### config.mk
export PLATFORM = sky130hd
export DESIGN_NAME = dwatch_top
export DESIGN_NICKNAME = d
export VERILOG_FILES = /design/src/rtl/dwatch_pkg.sv /design/src/rtl/dwatch_regs.sv /design/src/rtl/dwatch_range.sv /design/src/rtl/dwatch_gate.sv /design/src/rtl/dwatch_top.sv
export SDC_FILE = /design/constraint.sdc
export NUM_CORES = 1
export LEC_CHECK = 0
export BUFFER_PORTS_ARGS = -buffer_cell sky130_fd_sc_hd__buf_2
export CAP_MARGIN = 20
export CORE_UTILIZATION = 40
export CTS_CLUSTER_SIZE = 16
export DETAILED_ROUTE_END_ITERATION = 8
export PLACE_DENSITY = 0.8
export SYNTH_ARGS = -nofsm -noshare
export SYNTH_HDL_FRONTEND = slang
export SYNTH_SLANG_ARGS = --single-unit
### constraint.sdc
create_clock -name clk -period 3.7 [get_ports clk]
set_input_delay 0.37 -clock clk [delete_from_list [all_inputs] [get_ports clk]]
set_output_delay 0.37 -clock clk [all_outputs]
set_load 0.005 [all_outputs]
### src/rtl/dwatch_pkg.sv
package dwatch_pkg;

    localparam int CTRL_W   = 64;
    localparam int CNT_W    = 6;
    localparam int CNT_LSB  = 10;
    localparam int XR_BIT   = 7;
    localparam int WEN_BIT  = 6;
    localparam int REN_BIT  = 5;
    localparam int HYP_BIT  = 2;
    localparam int SUP_BIT  = 1;
    localparam int PRB_BIT  = 0;
    localparam int ALIGN_B  = 3;

    typedef enum logic [1:0] {
        PRIV_PROB = 2'b00,
        PRIV_SUP  = 2'b01,
        PRIV_HYP  = 2'b10,
        PRIV_NONE = 2'b11
    } priv_e;

    typedef struct packed {
        logic [CNT_W-1:0] cnt;
        logic             xrange;
        logic             wr_en;
        logic             rd_en;
        logic             hyp_en;
        logic             sup_en;
        logic             prb_en;
    } ctrl_t;

    function automatic ctrl_t ctrl_unpack(input logic [CTRL_W-1:0] v);
        ctrl_t c;
        c.cnt    = v[CNT_LSB +: CNT_W];
        c.xrange = v[XR_BIT];
        c.wr_en  = v[WEN_BIT];
        c.rd_en  = v[REN_BIT];
        c.hyp_en = v[HYP_BIT];
        c.sup_en = v[SUP_BIT];
        c.prb_en = v[PRB_BIT];
        return c;
    endfunction

    function automatic logic [CTRL_W-1:0] ctrl_pack(input ctrl_t c);
        logic [CTRL_W-1:0] v;
        v = '0;
        v[CNT_LSB +: CNT_W] = c.cnt;
        v[XR_BIT]  = c.xrange;
        v[WEN_BIT] = c.wr_en;
        v[REN_BIT] = c.rd_en;
        v[HYP_BIT] = c.hyp_en;
        v[SUP_BIT] = c.sup_en;
        v[PRB_BIT] = c.prb_en;
        return v;
    endfunction

    function automatic logic priv_allowed(input ctrl_t c, input priv_e p);
        logic ok;
        case (p)
            PRIV_PROB: ok = c.prb_en;
            PRIV_SUP:  ok = c.sup_en;
            PRIV_HYP:  ok = c.hyp_en;
            default:   ok = 1'b0;
        endcase
        return ok;
    endfunction

endpackage

### src/rtl/dwatch_regs.sv
module dwatch_regs
    import dwatch_pkg::*;
#(
    parameter int ADDR_W = 64
) (
    input  logic              clk,
    input  logic              rst,
    input  logic              base_we,
    input  logic [ADDR_W-1:0] base_wdata,
    input  logic              ctrl_we,
    input  logic [CTRL_W-1:0] ctrl_wdata,
    output logic [ADDR_W-1:0] base_q,
    output ctrl_t             ctrl_q
);
    localparam logic [ADDR_W-1:0] ALIGN_MASK = ~ADDR_W'((1 << ALIGN_B) - 1);

    always_ff @(posedge clk) begin
        if (rst) begin
            base_q <= '0;
            ctrl_q <= '0;
        end else begin
            if (base_we) base_q <= base_wdata & ALIGN_MASK;
            if (ctrl_we) ctrl_q <= ctrl_unpack(ctrl_wdata);
        end
    end
endmodule

### src/rtl/dwatch_range.sv
module dwatch_range
    import dwatch_pkg::*;
#(
    parameter int ADDR_W = 64,
    parameter int SZ_W   = 4
) (
    input  logic [ADDR_W-1:0] base,
    input  logic [CNT_W-1:0]  cnt,
    input  logic [ADDR_W-1:0] ea,
    input  logic [SZ_W-1:0]   size,
    output logic              overlap
);
    localparam int EXT_W = ADDR_W + 1;

    logic [EXT_W-1:0] len_x, win_lo, win_hi, acc_lo, acc_hi;

    always_comb begin
        len_x   = (EXT_W'(cnt) + EXT_W'(1)) << ALIGN_B;
        win_lo  = EXT_W'(base);
        win_hi  = win_lo + len_x;
        acc_lo  = EXT_W'(ea);
        acc_hi  = acc_lo + EXT_W'(size);
        overlap = (size != '0) && (acc_lo < win_hi) && (win_lo < acc_hi);
    end
endmodule

### src/rtl/dwatch_gate.sv
module dwatch_gate
    import dwatch_pkg::*;
(
    input  ctrl_t ctrl,
    input  logic  valid,
    input  logic  is_write,
    input  priv_e priv,
    input  logic  overlap,
    output logic  hit_d
);
    logic type_ok, priv_ok;

    always_comb begin
        type_ok = is_write ? ctrl.wr_en : ctrl.rd_en;
        priv_ok = priv_allowed(ctrl, priv);
        hit_d   = valid && overlap && type_ok && priv_ok;
    end
endmodule

### src/rtl/dwatch_top.sv
module dwatch_top
    import dwatch_pkg::*;
#(
    parameter int ADDR_W = 64,
    parameter int SZ_W   = 4
) (
    input  logic              clk,
    input  logic              rst,
    input  logic              base_we,
    input  logic [ADDR_W-1:0] base_wdata,
    input  logic              ctrl_we,
    input  logic [63:0]       ctrl_wdata,
    input  logic              acc_valid,
    input  logic              acc_write,
    input  logic [ADDR_W-1:0] acc_ea,
    input  logic [SZ_W-1:0]   acc_size,
    input  logic [1:0]        acc_priv,
    output logic [ADDR_W-1:0] base_rdata,
    output logic [63:0]       ctrl_rdata,
    output logic              wp_hit
);
    logic [ADDR_W-1:0] base_q;
    ctrl_t             ctrl_q;
    logic              overlap;
    logic              hit_d;

    dwatch_regs #(.ADDR_W(ADDR_W)) regs_i (
        .clk        (clk),
        .rst        (rst),
        .base_we    (base_we),
        .base_wdata (base_wdata),
        .ctrl_we    (ctrl_we),
        .ctrl_wdata (ctrl_wdata),
        .base_q     (base_q),
        .ctrl_q     (ctrl_q)
    );

    dwatch_range #(.ADDR_W(ADDR_W), .SZ_W(SZ_W)) range_i (
        .base    (base_q),
        .cnt     (ctrl_q.cnt),
        .ea      (acc_ea),
        .size    (acc_size),
        .overlap (overlap)
    );

    dwatch_gate gate_i (
        .ctrl     (ctrl_q),
        .valid    (acc_valid),
        .is_write (acc_write),
        .priv     (priv_e'(acc_priv)),
        .overlap  (overlap),
        .hit_d    (hit_d)
    );

    always_ff @(posedge clk) begin
        if (rst) wp_hit <= 1'b0;
        else     wp_hit <= hit_d;
    end

    assign base_rdata = base_q;
    assign ctrl_rdata = ctrl_pack(ctrl_q);
endmodule

==> results of run 1 <==
==> Yosys cell counts, types with 3 or more instances <==
cell | number | share of area
a211oi_1 | 11 | 0.0098
nor3_1 | 26 | 0.016
nand4_1 | 49 | 0.037
inv_1 | 31 | 0.014
or3_1 | 4 | 0.0030
nor2_1 | 131 | 0.059
xor2_1 | 57 | 0.060
buf_4 | 56 | 0.050
buf_1 | 7 | 0.0031
a31oi_1 | 3 | 0.0022
nor2b_1 | 5 | 0.0037
o21ai_0 | 29 | 0.017
a21o_1 | 5 | 0.0045
a21boi_0 | 3 | 0.0027
nand2_1 | 73 | 0.033
o211ai_1 | 3 | 0.0027
dfxtp_1 | 74 | 0.18
ha_1 | 133 | 0.20
or2_2 | 3 | 0.0022
a21oi_1 | 40 | 0.024
o21a_1 | 7 | 0.0063
clkbuf_1 | 13 | 0.0058
or4_1 | 5 | 0.0045
o22ai_1 | 3 | 0.0022
mux2i_1 | 74 | 0.088
xnor2_1 | 67 | 0.070
nor4_1 | 12 | 0.0090
nand3_1 | 60 | 0.036
a221oi_1 | 3 | 0.0031
and3_1 | 15 | 0.011
and4_1 | 10 | 0.010
==> layout make-up <==
cell class	count	share of cell area
Multi-Input combinational cell	915	0.5942
Timing Repair Buffer	388	0.2072
Sequential cell	74	0.1301
Tap cell	270	0.02957
Clock buffer	11	0.02125
Inverter	31	0.01019
Clock inverter	5	0.006791
Antenna cell	3	0.0006572
==> cell families (layout without fill, tap and decap cells) <==
kind of cell    after synthesis  count (layout)  share of synthesized area
simple gates                408             408                     0.2396
buf+inv                     109             435                    0.07490
xor+xnor                    124             124                     0.1295
mux                          74              74                    0.08833
other cells                   1              58                  0.0004472
fa+ha+maj                   135             135                     0.2032
compound gates              119             119                    0.08729
flops                        74              74                     0.1767
==> registers in the layout, indices dropped and copies added, names as in the netlist <==
register       cells
regs_i.base_q     61
regs_i.ctrl_q     12
wp_hit             1
==> worst max path at each step <==
stage,to,slack (ns),cells past startpoint,from
floorplan,wp_hit$_SDFF_PP0_,-0.06,18,regs_i.ctrl_q[7]$_SDFFE_PP0P_
global placement,wp_hit$_SDFF_PP0_,-0.87,17,acc_size[1]
detailed placement,wp_hit$_SDFF_PP0_,-0.96,18,acc_size[0]
CTS,wp_hit$_SDFF_PP0_,-0.26,18,acc_size[0]
global route,wp_hit$_SDFF_PP0_,-0.57,21,regs_i.ctrl_q[6]$_SDFFE_PP0P_
finish,wp_hit$_SDFF_PP0_,-0.37,20,regs_i.ctrl_q[6]$_SDFFE_PP0P_
==> power by group through the flow <==
stage	clock network (uW)	logic [uW]	registers [uW]
after floorplan	0	486	928
after global placement	0	846	907
after detailed placement	0	873	909
after CTS	1000	895	892
after global routing	1040	1010	899
final	988	914	894
==> tightest hold or removal path, delay by kind of cell <==
family        cells  cell delay (ns)
buf+inv           1             0.07
mux               1             0.05
simple gates      1             0.07
==> timing repair <==
action                                  CTS  global route
pin swaps                                16            21
resized for setup                        28            26
endpoints found under the setup margin    1             1
setup buffers                             6             4
==> through the flow <==
step	power, uW	TNS, ns
floorplan	1413	-0.05733
detailed placement	1782	-0.9636
global placement	1753	-0.8687
finish	2796	-0.3660
global route	2950	-0.5700
CTS	2786	-0.2619
==> layer usage <==
metal | vias up | track usage | part of all wire
met5 | - | 0 | 0.00079
met4 | 4 | 0.1286 | 0.043
met2 | 410 | 0.4341 | 0.48
met3 | 91 | 0.04938 | 0.069
met1 | 4183 | 0.2949 | 0.41
li1 | 4393 | - | -
==> results.ini, run 1 <==
[logic_synthesis]
dominantRegCellSynth = dfxtp_1
ys_warn_count = 0
synth-seq-cells = 74
syn_area_um2 = 8386
async_reset_ff_frac = 0
synth_edf_count = 0
synthDistinctLibCells = 56
netlist_instances = 1044
synth_seq_area_share = 0.1767
avgSynthCellArea_um2 = 8.032

[global_routing]
grt_max_degree = 74
antenna_found_initial = 5
grt_pass1_wl_um = 42820
track_usage = 0.2515
grt_pass1_vias = 8751
grt_remaining_overflow = 0

[status]
violations = setup timing
status = finished with violations

[floorplanning]
die_h_um = 146.8
die_width_um = 146.8
num_io_pins = 333
initial_core_util = 0.4118
num_rows = 52
die_area_um2 = 21550
core_um2 = 20360

[finish]
final_common_cell = buf_2
area_growth_pct = 36.23
mostFrequentLayoutCells = buf_2 (221), buf_4 (165), ha_1 (130)
multi_input_comb_area_um2 = 6788
regArea_um2 = 1486
final_util = 0.5609
layout.nets = 1758
drive_gt1_frac = 0.3244
nFillCells = 1790
instances_no_fill = 1697
final_cell_area_um2 = 11420

[clock_network]
htreeDepth = 3
cts.sinks = 74
cts_tree = done
cts_buffers = 9
clockBufferDepth = 2
clock_latency_ns = 0.36
clkSlewWorstSetupHoldPaths_ns = 0.07
cts_hold_buf = 0
cts-root-buf = clkbuf_16

[timing]
fin_worst_skew_ns = 0.01220
finalHoldViolCount = 0
fin_crit_ns = 4.066
drv_slew = 0
setup-violations-final = 1
max_freq_mhz = 245.9
finalCritPeriodShare = 1.099
worst_slack_ns = -0.3660
rsz0062_at_grt = yes
slew_headroom = 0.2788
worst_pin_slew_ns = 1.082
hold_ws_ns = 0.2393

[worst_setup_path]
r2r.worst_path.cells = 20
crit_buf_inv = 2
worstSetupPathType = flip-flop to flip-flop
max_stage_delay_ns = 0.41
r2r_end = wp_hit$_SDFF_PP0_
critical_path_required_ns = 3.95
worstPathMaxFanout = 4
rrSetupSlack_ns = -0.37
path_cells = ha_4 -> xor2_1 -> ha_1 -> nor2b_1 -> o21a_1 -> o21ai_4 -> a2111oi_4 -> nand2_2 -> buf_6 -> buf_4 -> nor3_2 -> xnor2_1 -> ha_1 -> nand4_1 -> nor2_4 -> nand3_2 -> nor4_4 -> a2111oi_4 -> o31ai_2 -> a32oi_1
end_kind = flip-flop
path_delay_family = simple AND/OR/NAND/NOR gates
rr_startpoint = regs_i.ctrl_q[6]$_SDFFE_PP0P_
slowest_stage = a2111oi_4
worstPathArrival_ns = 4.31
start_kind = flip-flop

[power_and_ir_drop]
comb_power_share = 0.327
seqPwrFrac = 0.320
leakage_uw = 0.005384
p_int_uw = 1891
switchingPower_uw = 904.6
p_sw_frac = 0.3236
irDropWorstVdd_mv = 0.2130
powerDensity_nw_per_um2 = 244.7
pwr-share-clk = 0.354

[detailed_routing]
drc = 0
detail_route.wl_per_cell_um = 16.32
antenna_left = 0
vias = 9081
wl_um = 27700
routed_via_density = 5.351
drt-initial-drc-count = 471
first_pass_iters = 6

[place]
dp_hpwl_um = 22340
port-buffer-count = 222
dpl-instance-area_um2 = 10800
place_congestion = 0.9671
preCtsSetupSlack_ns = -0.9636
placed_cells = 1669

[min_path]
worst_hold_path_type = input pin to flip-flop
hold_end = regs_i.base_q[51]$_SDFFE_PP0P_
min_from = base_wdata[51]
hold_depth = 3

[flow_run]
drv_cap = 0

(Power assumes the default switching activity.)
==> run 2, diff against run 1 <==
CORE_MARGIN = 2   (was not set)
RECOVER_POWER = 100   (was not set)
==> results.ini, run 2 (same netlist as run 1, synthesis figures left out) <==
[status]
status = finished with violations
violations = capacitance limit, slew limit, setup timing

[floorplanning]
num_io_pins = 333  ; unchanged
die_h_um = 148.8  ; +1.4%
die_width_um = 148.8  ; +1.4%
num_rows = 52  ; unchanged
core_um2 = 20430  ; +0.32%
die_area_um2 = 22140  ; +2.7%
initial_core_util = 0.4105  ; -0.001311

[detailed_routing]
antenna_left = 0  ; unchanged
routed_via_density = 5.354  ; about the same
drt-initial-drc-count = 547  ; +16%
detail_route.wl_per_cell_um = 16.49  ; +1.1%
vias = 9065  ; -0.18%
first_pass_iters = 7  ; +1
wl_um = 27920  ; +0.83%
drc = 0  ; unchanged

[finish]
layout.nets = 1753  ; -0.28%
mostFrequentLayoutCells = buf_2 (206), ha_1 (131), nor2_1 (122)
top_regs = regs_i.base_q x61, regs_i.ctrl_q x12, wp_hit x1
top_register = regs_i.base_q
final_common_cell = buf_2
area_growth_pct = 34.36
largest_reg_flops = 61  ; unchanged
instances_no_fill = 1693  ; -0.24%
final_util = 0.5515  ; -0.009442
drive_gt1_frac = 0.2889  ; -0.03550

[power_and_ir_drop]
irDropWorstVdd_mv = 0.2196  ; +3.1%
leakage_uw = 0.005201  ; -3.4%
powerDensity_nw_per_um2 = 247.1  ; +0.99%

[clock_network]
cts.sinks = 74  ; unchanged
cts_tree = done
cts-root-buf = clkbuf_16
cts_hold_buf = 0  ; unchanged
clock_latency_ns = 0.36  ; about the same
clkSlewWorstSetupHoldPaths_ns = 0.07  ; about the same
htreeDepth = 3  ; unchanged
cts_buffers = 9  ; unchanged
clockBufferDepth = 2  ; unchanged

[worst_setup_path]
end_kind = flip-flop
worstPathMaxFanout = 6  ; +2
critical_path_required_ns = 3.95  ; about the same
rr_startpoint = regs_i.ctrl_q[6]$_SDFFE_PP0P_
startpoint = regs_i.ctrl_q[6]$_SDFFE_PP0P_
worstSetupPathType = flip-flop to flip-flop
worstPathArrival_ns = 4.28  ; -0.03 ns
start_kind = flip-flop

[global_routing]
track_usage = 0.2453  ; -0.006254
grt_pass1_wl_um = 43120  ; +0.69%
grt_remaining_overflow = 0  ; unchanged
antenna_found_initial = 6  ; +1
grt_pass1_vias = 8643  ; -1.2%
grt_max_degree = 74  ; unchanged

[timing]
finalCritPeriodShare = 1.090  ; -0.008530
finalHoldViolCount = 0  ; unchanged
tns_ns = -0.3344  ; +0.03156 ns
setup-violations-final = 1  ; unchanged
worst_slack_ns = -0.3344  ; +0.03156 ns
fin_worst_skew_ns = 0.01270  ; +0.0004991 ns
fin_crit_ns = 4.034  ; -0.03156 ns
slew_headroom = -1.216  ; -1.494
drv_slew = 74  ; +74
max_freq_mhz = 247.9  ; +0.78%
worst_pin_slew_ns = 3.324  ; +2.242 ns
rsz0062_at_grt = yes

[place]
dp_hpwl_um = 22290  ; -0.21%
port-buffer-count = 222  ; unchanged
placed_cells = 1660  ; -0.54%
place_congestion = 0.9192  ; -5.0%

[min_path]
worst_hold_path_type = input pin to flip-flop
min_from = base_wdata[55]

[flow_run]
drv_cap = 1  ; +1

run 2: changes by cell type in the layout (fill, tap and decap cells not counted), moves of 6 or more:
cell / delta
buf_2: -15
clkbuf_1: +52
buf_4: -45
nor2_1: -6
nor2_2: +7
run 2: worst max-delay path, cell delays in order, from the launching register on:
cell	delay, ns
dfxtp_2	0.34
ha_4	0.27
inv_2	0.03
fa_2	0.34
nor2b_2	0.13
o21a_2	0.19
o21ai_4	0.09
a2111oi_4	0.40
nand2_2	0.18
buf_4	0.17
nor3_2	0.20
xnor2_1	0.13
ha_1	0.31
nand4_1	0.11
nor2_2	0.14
nand3_2	0.13
nor4_4	0.36
a2111oi_4	0.13
o31ai_2	0.19
a32oi_1	0.07
run 2: timing repair:
item                                    4_1_cts  5_1_grt
resized for setup                            58        5
endpoints found under the setup margin        1        1
pin swaps                                    32       10
buffers inserted                             11        3
run 2: per-layer routing:
layer | part of all wire | vias up | global-route usage | routed length (um)
li1 | - | 4397 | - | -
met1 | 0.43 | 4199 | 0.3020 | 11940
met2 | 0.47 | 389 | 0.4188 | 13070
met3 | 0.070 | 76 | 0.05505 | 1963
met4 | 0.033 | 4 | 0.09238 | 926
met5 | 0.0010 | - | 0 | 28
run 2: per-stage QoR:
step,hold slack (ns),instance area (um^2),setup WS [ns],total power [uW]
6_report,0.2442,11270,-0.3344,2785
4_1_cts,0.2378,11380,-0.1608,2810
3_5_place_dp,0.4853,10730,-0.8511,1774
5_1_grt,0.2464,11260,-0.5191,2940
3_3_place_gp,0.4699,10730,-0.7967,1748
2_1_floorplan,0.4850,8678,-0.05733,1413
run 2: cell type report:
cell class                      count  area (um^2)
Inverter                           31        116.4
Fill cell                        1896         9163
Clock inverter                      6        90.09
Timing Repair Buffer              383         2165
Sequential cell                    74         1485
Multi-Input combinational cell    915         6824
Antenna cell                        4        10.01
Clock buffer                       10        239.0
Tap cell                          270        337.8
run 2: power by group:
group          switching (uW)  total [uW]  internal [uW]
clock                     393        1000            611
combinational             474         889            415
sequential               46.7         892            845
total                     914        2780           1870
run 2: final timing paths:
kind	slack (ns)	cells after the start	end
max	-0.33	19	wp_hit$_SDFF_PP0_
min	0.24	3	regs_i.base_q[55]$_SDFFE_PP0P_
max reg2reg	-0.33	19	wp_hit$_SDFF_PP0_
min reg2reg	0.50	2	regs_i.ctrl_q[5]$_SDFFE_PP0P_
==> run 3, diff against run 2 <==
--- a/config.mk
+++ b/config.mk
@@ -13,3 +13,3 @@
 export DETAILED_ROUTE_END_ITERATION = 8
-export PLACE_DENSITY = 0.8
+export PLACE_DENSITY = 0.77
 export RECOVER_POWER = 100
==> constraint.sdc (replaced) <==
create_clock -name clk -period 4.45 [get_ports clk]
set_input_delay 0 -clock clk [delete_from_list [all_inputs] [get_ports clk]]
set_output_delay 0 -clock clk [all_outputs]
set_load 0.005 [all_outputs]
==> results.ini, run 3 (same netlist as run 1, synthesis figures left out) <==
[worst_setup_path]
worstPathArrival_ns = 4.46  ; +0.18 ns
worstPathMaxFanout = 5  ; -1
crit_cells = 20  ; +1
startpoint = regs_i.ctrl_q[6]$_SDFFE_PP0P_
path_delay_family = compound AO/OA/AOI/OAI gates
start_kind = flip-flop
crit_buf_inv = 3  ; +1
r2r_end = wp_hit$_SDFF_PP0_
cp-endpoint = wp_hit$_SDFF_PP0_
max_stage_delay_ns = 0.40  ; about the same
critical_path_required_ns = 4.72  ; +0.77 ns
slowest_stage = a2111oi_4
rr_startpoint = regs_i.ctrl_q[6]$_SDFFE_PP0P_
worstSetupPathType = flip-flop to flip-flop
r2r.worst_path.cells = 20  ; +1
path_cells = ha_1 -> inv_1 -> fa_2 -> nor2b_1 -> o21a_2 -> o21ai_4 -> a2111oi_4 -> nand2_2 -> buf_4 -> nor3_1 -> xnor2_1 -> ha_1 -> nand2_1 -> o21ai_0 -> a21oi_1 -> a21oi_2 -> a2111oi_2 -> buf_4 -> o31ai_2 -> a32oi_1
end_kind = flip-flop
rrSetupSlack_ns = 0.26  ; +0.59 ns

[timing]
max_freq_mhz = 238.7  ; -3.7%
slew_headroom = -1.356  ; -0.1403
worst_pin_slew_ns = 3.534  ; +0.2105 ns
drv_slew = 75  ; +1.4%
fin_worst_skew_ns = 0.004179  ; -0.008519 ns
finalCritPeriodShare = 0.9415  ; -0.1489
finalHoldViolCount = 0  ; unchanged
worst_slack_ns = 0.2605  ; +0.5949 ns
hold_ws_ns = 0.07116  ; -0.1731 ns
setup-violations-final = 0  ; -1
fin_crit_ns = 4.189  ; +0.1551 ns
tns_ns = 0  ; +0.3344 ns

[finish]
nFillCells = 1894  ; -0.11%
drive_gt1_frac = 0.1888  ; -0.1002
largest_reg_flops = 61  ; unchanged
final_cell_area_um2 = 10910  ; -3.2%
top_register = regs_i.base_q
final_common_cell = buf_2
layout.nets = 1706  ; -2.7%
mostFrequentLayoutCells = buf_2 (191), ha_1 (133), nor2_1 (131)
top_regs = regs_i.base_q x61, regs_i.ctrl_q x12, wp_hit x1
area_growth_pct = 30.13

[detailed_routing]
antenna_left = 0  ; unchanged
drc = 0  ; unchanged
wl_met1_um = 11570  ; -3.1%
detail_route.wl_per_cell_um = 16.58  ; +0.53%
wl_met2_um = 12940  ; -0.99%
dr_wl_met3_um = 1992  ; +1.5%
first_pass_iters = 5  ; -2
wl_um = 27260  ; -2.4%
topRoutingLayerUsed = met4
vias = 8774  ; -3.2%
routed_via_density = 5.337  ; -0.33%
drt-initial-drc-count = 446  ; -18%

[floorplanning]
die_h_um = 148.8  ; unchanged
core_um2 = 20430  ; unchanged
initial_core_util = 0.4105  ; unchanged
num_rows = 52  ; unchanged
num_io_pins = 333  ; unchanged
die_width_um = 148.8  ; unchanged
die_area_um2 = 22140  ; unchanged

[clock_network]
clock_latency_ns = 0.35  ; about the same
cts.sinks = 74  ; unchanged
htreeDepth = 3  ; unchanged
cts_tree = done
cts-root-buf = clkbuf_16
cts_buffers = 9  ; unchanged
clockBufferDepth = 2  ; unchanged
clkSlewWorstSetupHoldPaths_ns = 0.06  ; about the same
post-cts-setup-buffer-count = 0  ; -11

[place]
preCtsSetupSlack_ns = -0.1742  ; +0.6770 ns
port-buffer-count = 222  ; unchanged
dp_hpwl_um = 20590  ; -7.7%
place_congestion = 0.9143  ; -0.53%
dpl-instance-area_um2 = 9836  ; -8.3%

[power_and_ir_drop]
irDropWorstVdd_mv = 0.1652  ; -25%
leakage_uw = 0.004813  ; -7.5%
p_total_uw = 2228  ; -20%
powerDensity_nw_per_um2 = 204.2  ; -17%

[global_routing]
grt_pass1_vias = 8464  ; -2.1%
track_usage = 0.2401  ; -0.005157
grt_pass1_wl_um = 42610  ; -1.2%
grt_max_degree = 75  ; +1.4%
antenna_found_initial = 0  ; -6
grt_remaining_overflow = 0  ; unchanged

[flow_run]
drv_cap = 1  ; unchanged

[status]
status = finished with violations
violations = capacitance limit, slew limit

[min_path]
worst_hold_path_type = input pin to flip-flop

==> run 3: cell types whose count changed in the layout (fill, tap and decap cells not counted), moves of 4 or more <==
| cell | before | now |
|---|---|---|
| buf_2 | 206 | 191 |
| buf_4 | 120 | 28 |
| nor2_1 | 122 | 131 |
| nor3_1 | 16 | 22 |
| nor4_1 | 4 | 8 |
| clkbuf_1 | 53 | 45 |
| dlygate4sd3_1 | 0 | 73 |
| nor3_2 | 8 | 4 |
| nor2_2 | 9 | 0 |
==> run 3: worst min-delay path: stages <==
cell     delay [ns]
buf_2          0.13
nand2_1        0.06
or4_1          0.10
a32oi_1        0.08
==> run 3: worst min-delay path by stage <==
stage / startpoint / endpoint / depth (start not counted)
after floorplan: ctrl_wdata[15] / regs_i.ctrl_q[11]$_SDFFE_PP0P_ / 2
after detailed placement: base_wdata[4] / regs_i.base_q[4]$_SDFFE_PP0P_ / 3
after global placement: ctrl_wdata[6] / regs_i.ctrl_q[4]$_SDFFE_PP0P_ / 3
after global routing: acc_ea[63] / wp_hit$_SDFF_PP0_ / 4
final: acc_ea[63] / wp_hit$_SDFF_PP0_ / 4
after CTS: acc_ea[63] / wp_hit$_SDFF_PP0_ / 4
==> run 3: cell type report <==
cell class	instances	area, um^2	area share
Timing Repair Buffer	336	2062	0.1890
Clock inverter	4	50.05	0.004587
Multi-Input combinational cell	915	6603	0.6051
Antenna cell	2	5.005	0.0004587
Sequential cell	74	1481	0.1358
Inverter	31	116.4	0.01066
Tap cell	270	337.8	0.03096
Clock buffer	12	256.5	0.02351
==> run 3: where the power goes <==
| group | switching, uW | internal, uW |
|---|---|---|
| registers | 65.1 | 702 |
| clock network | 311 | 465 |
| logic | 355 | 330 |
| total | 731 | 1500 |
==> run 3: layer usage <==
metal	GRT usage	up-vias
li1	-	4300
met2	0.4174	350
met1	0.3009	4068
met3	0.04343	56
met4	0.07810	0
met5	0	-
==> run 3: per-stage QoR <==
stage          utilization  std cells
3_5_place_dp        0.4814       1553
3_3_place_gp        0.4814       1553
5_1_grt             0.5339       1642
4_1_cts             0.5331       1642
2_1_floorplan            -       1098
6_report            0.5341       1644
==> run 3: repair_timing <==
action,CTS,global route
hold endpoints to repair,73,0
hold buffers,73,0
setup endpoints to repair,1,1
pin swaps,0,7
resized for setup,4,20
gates cloned,0,0
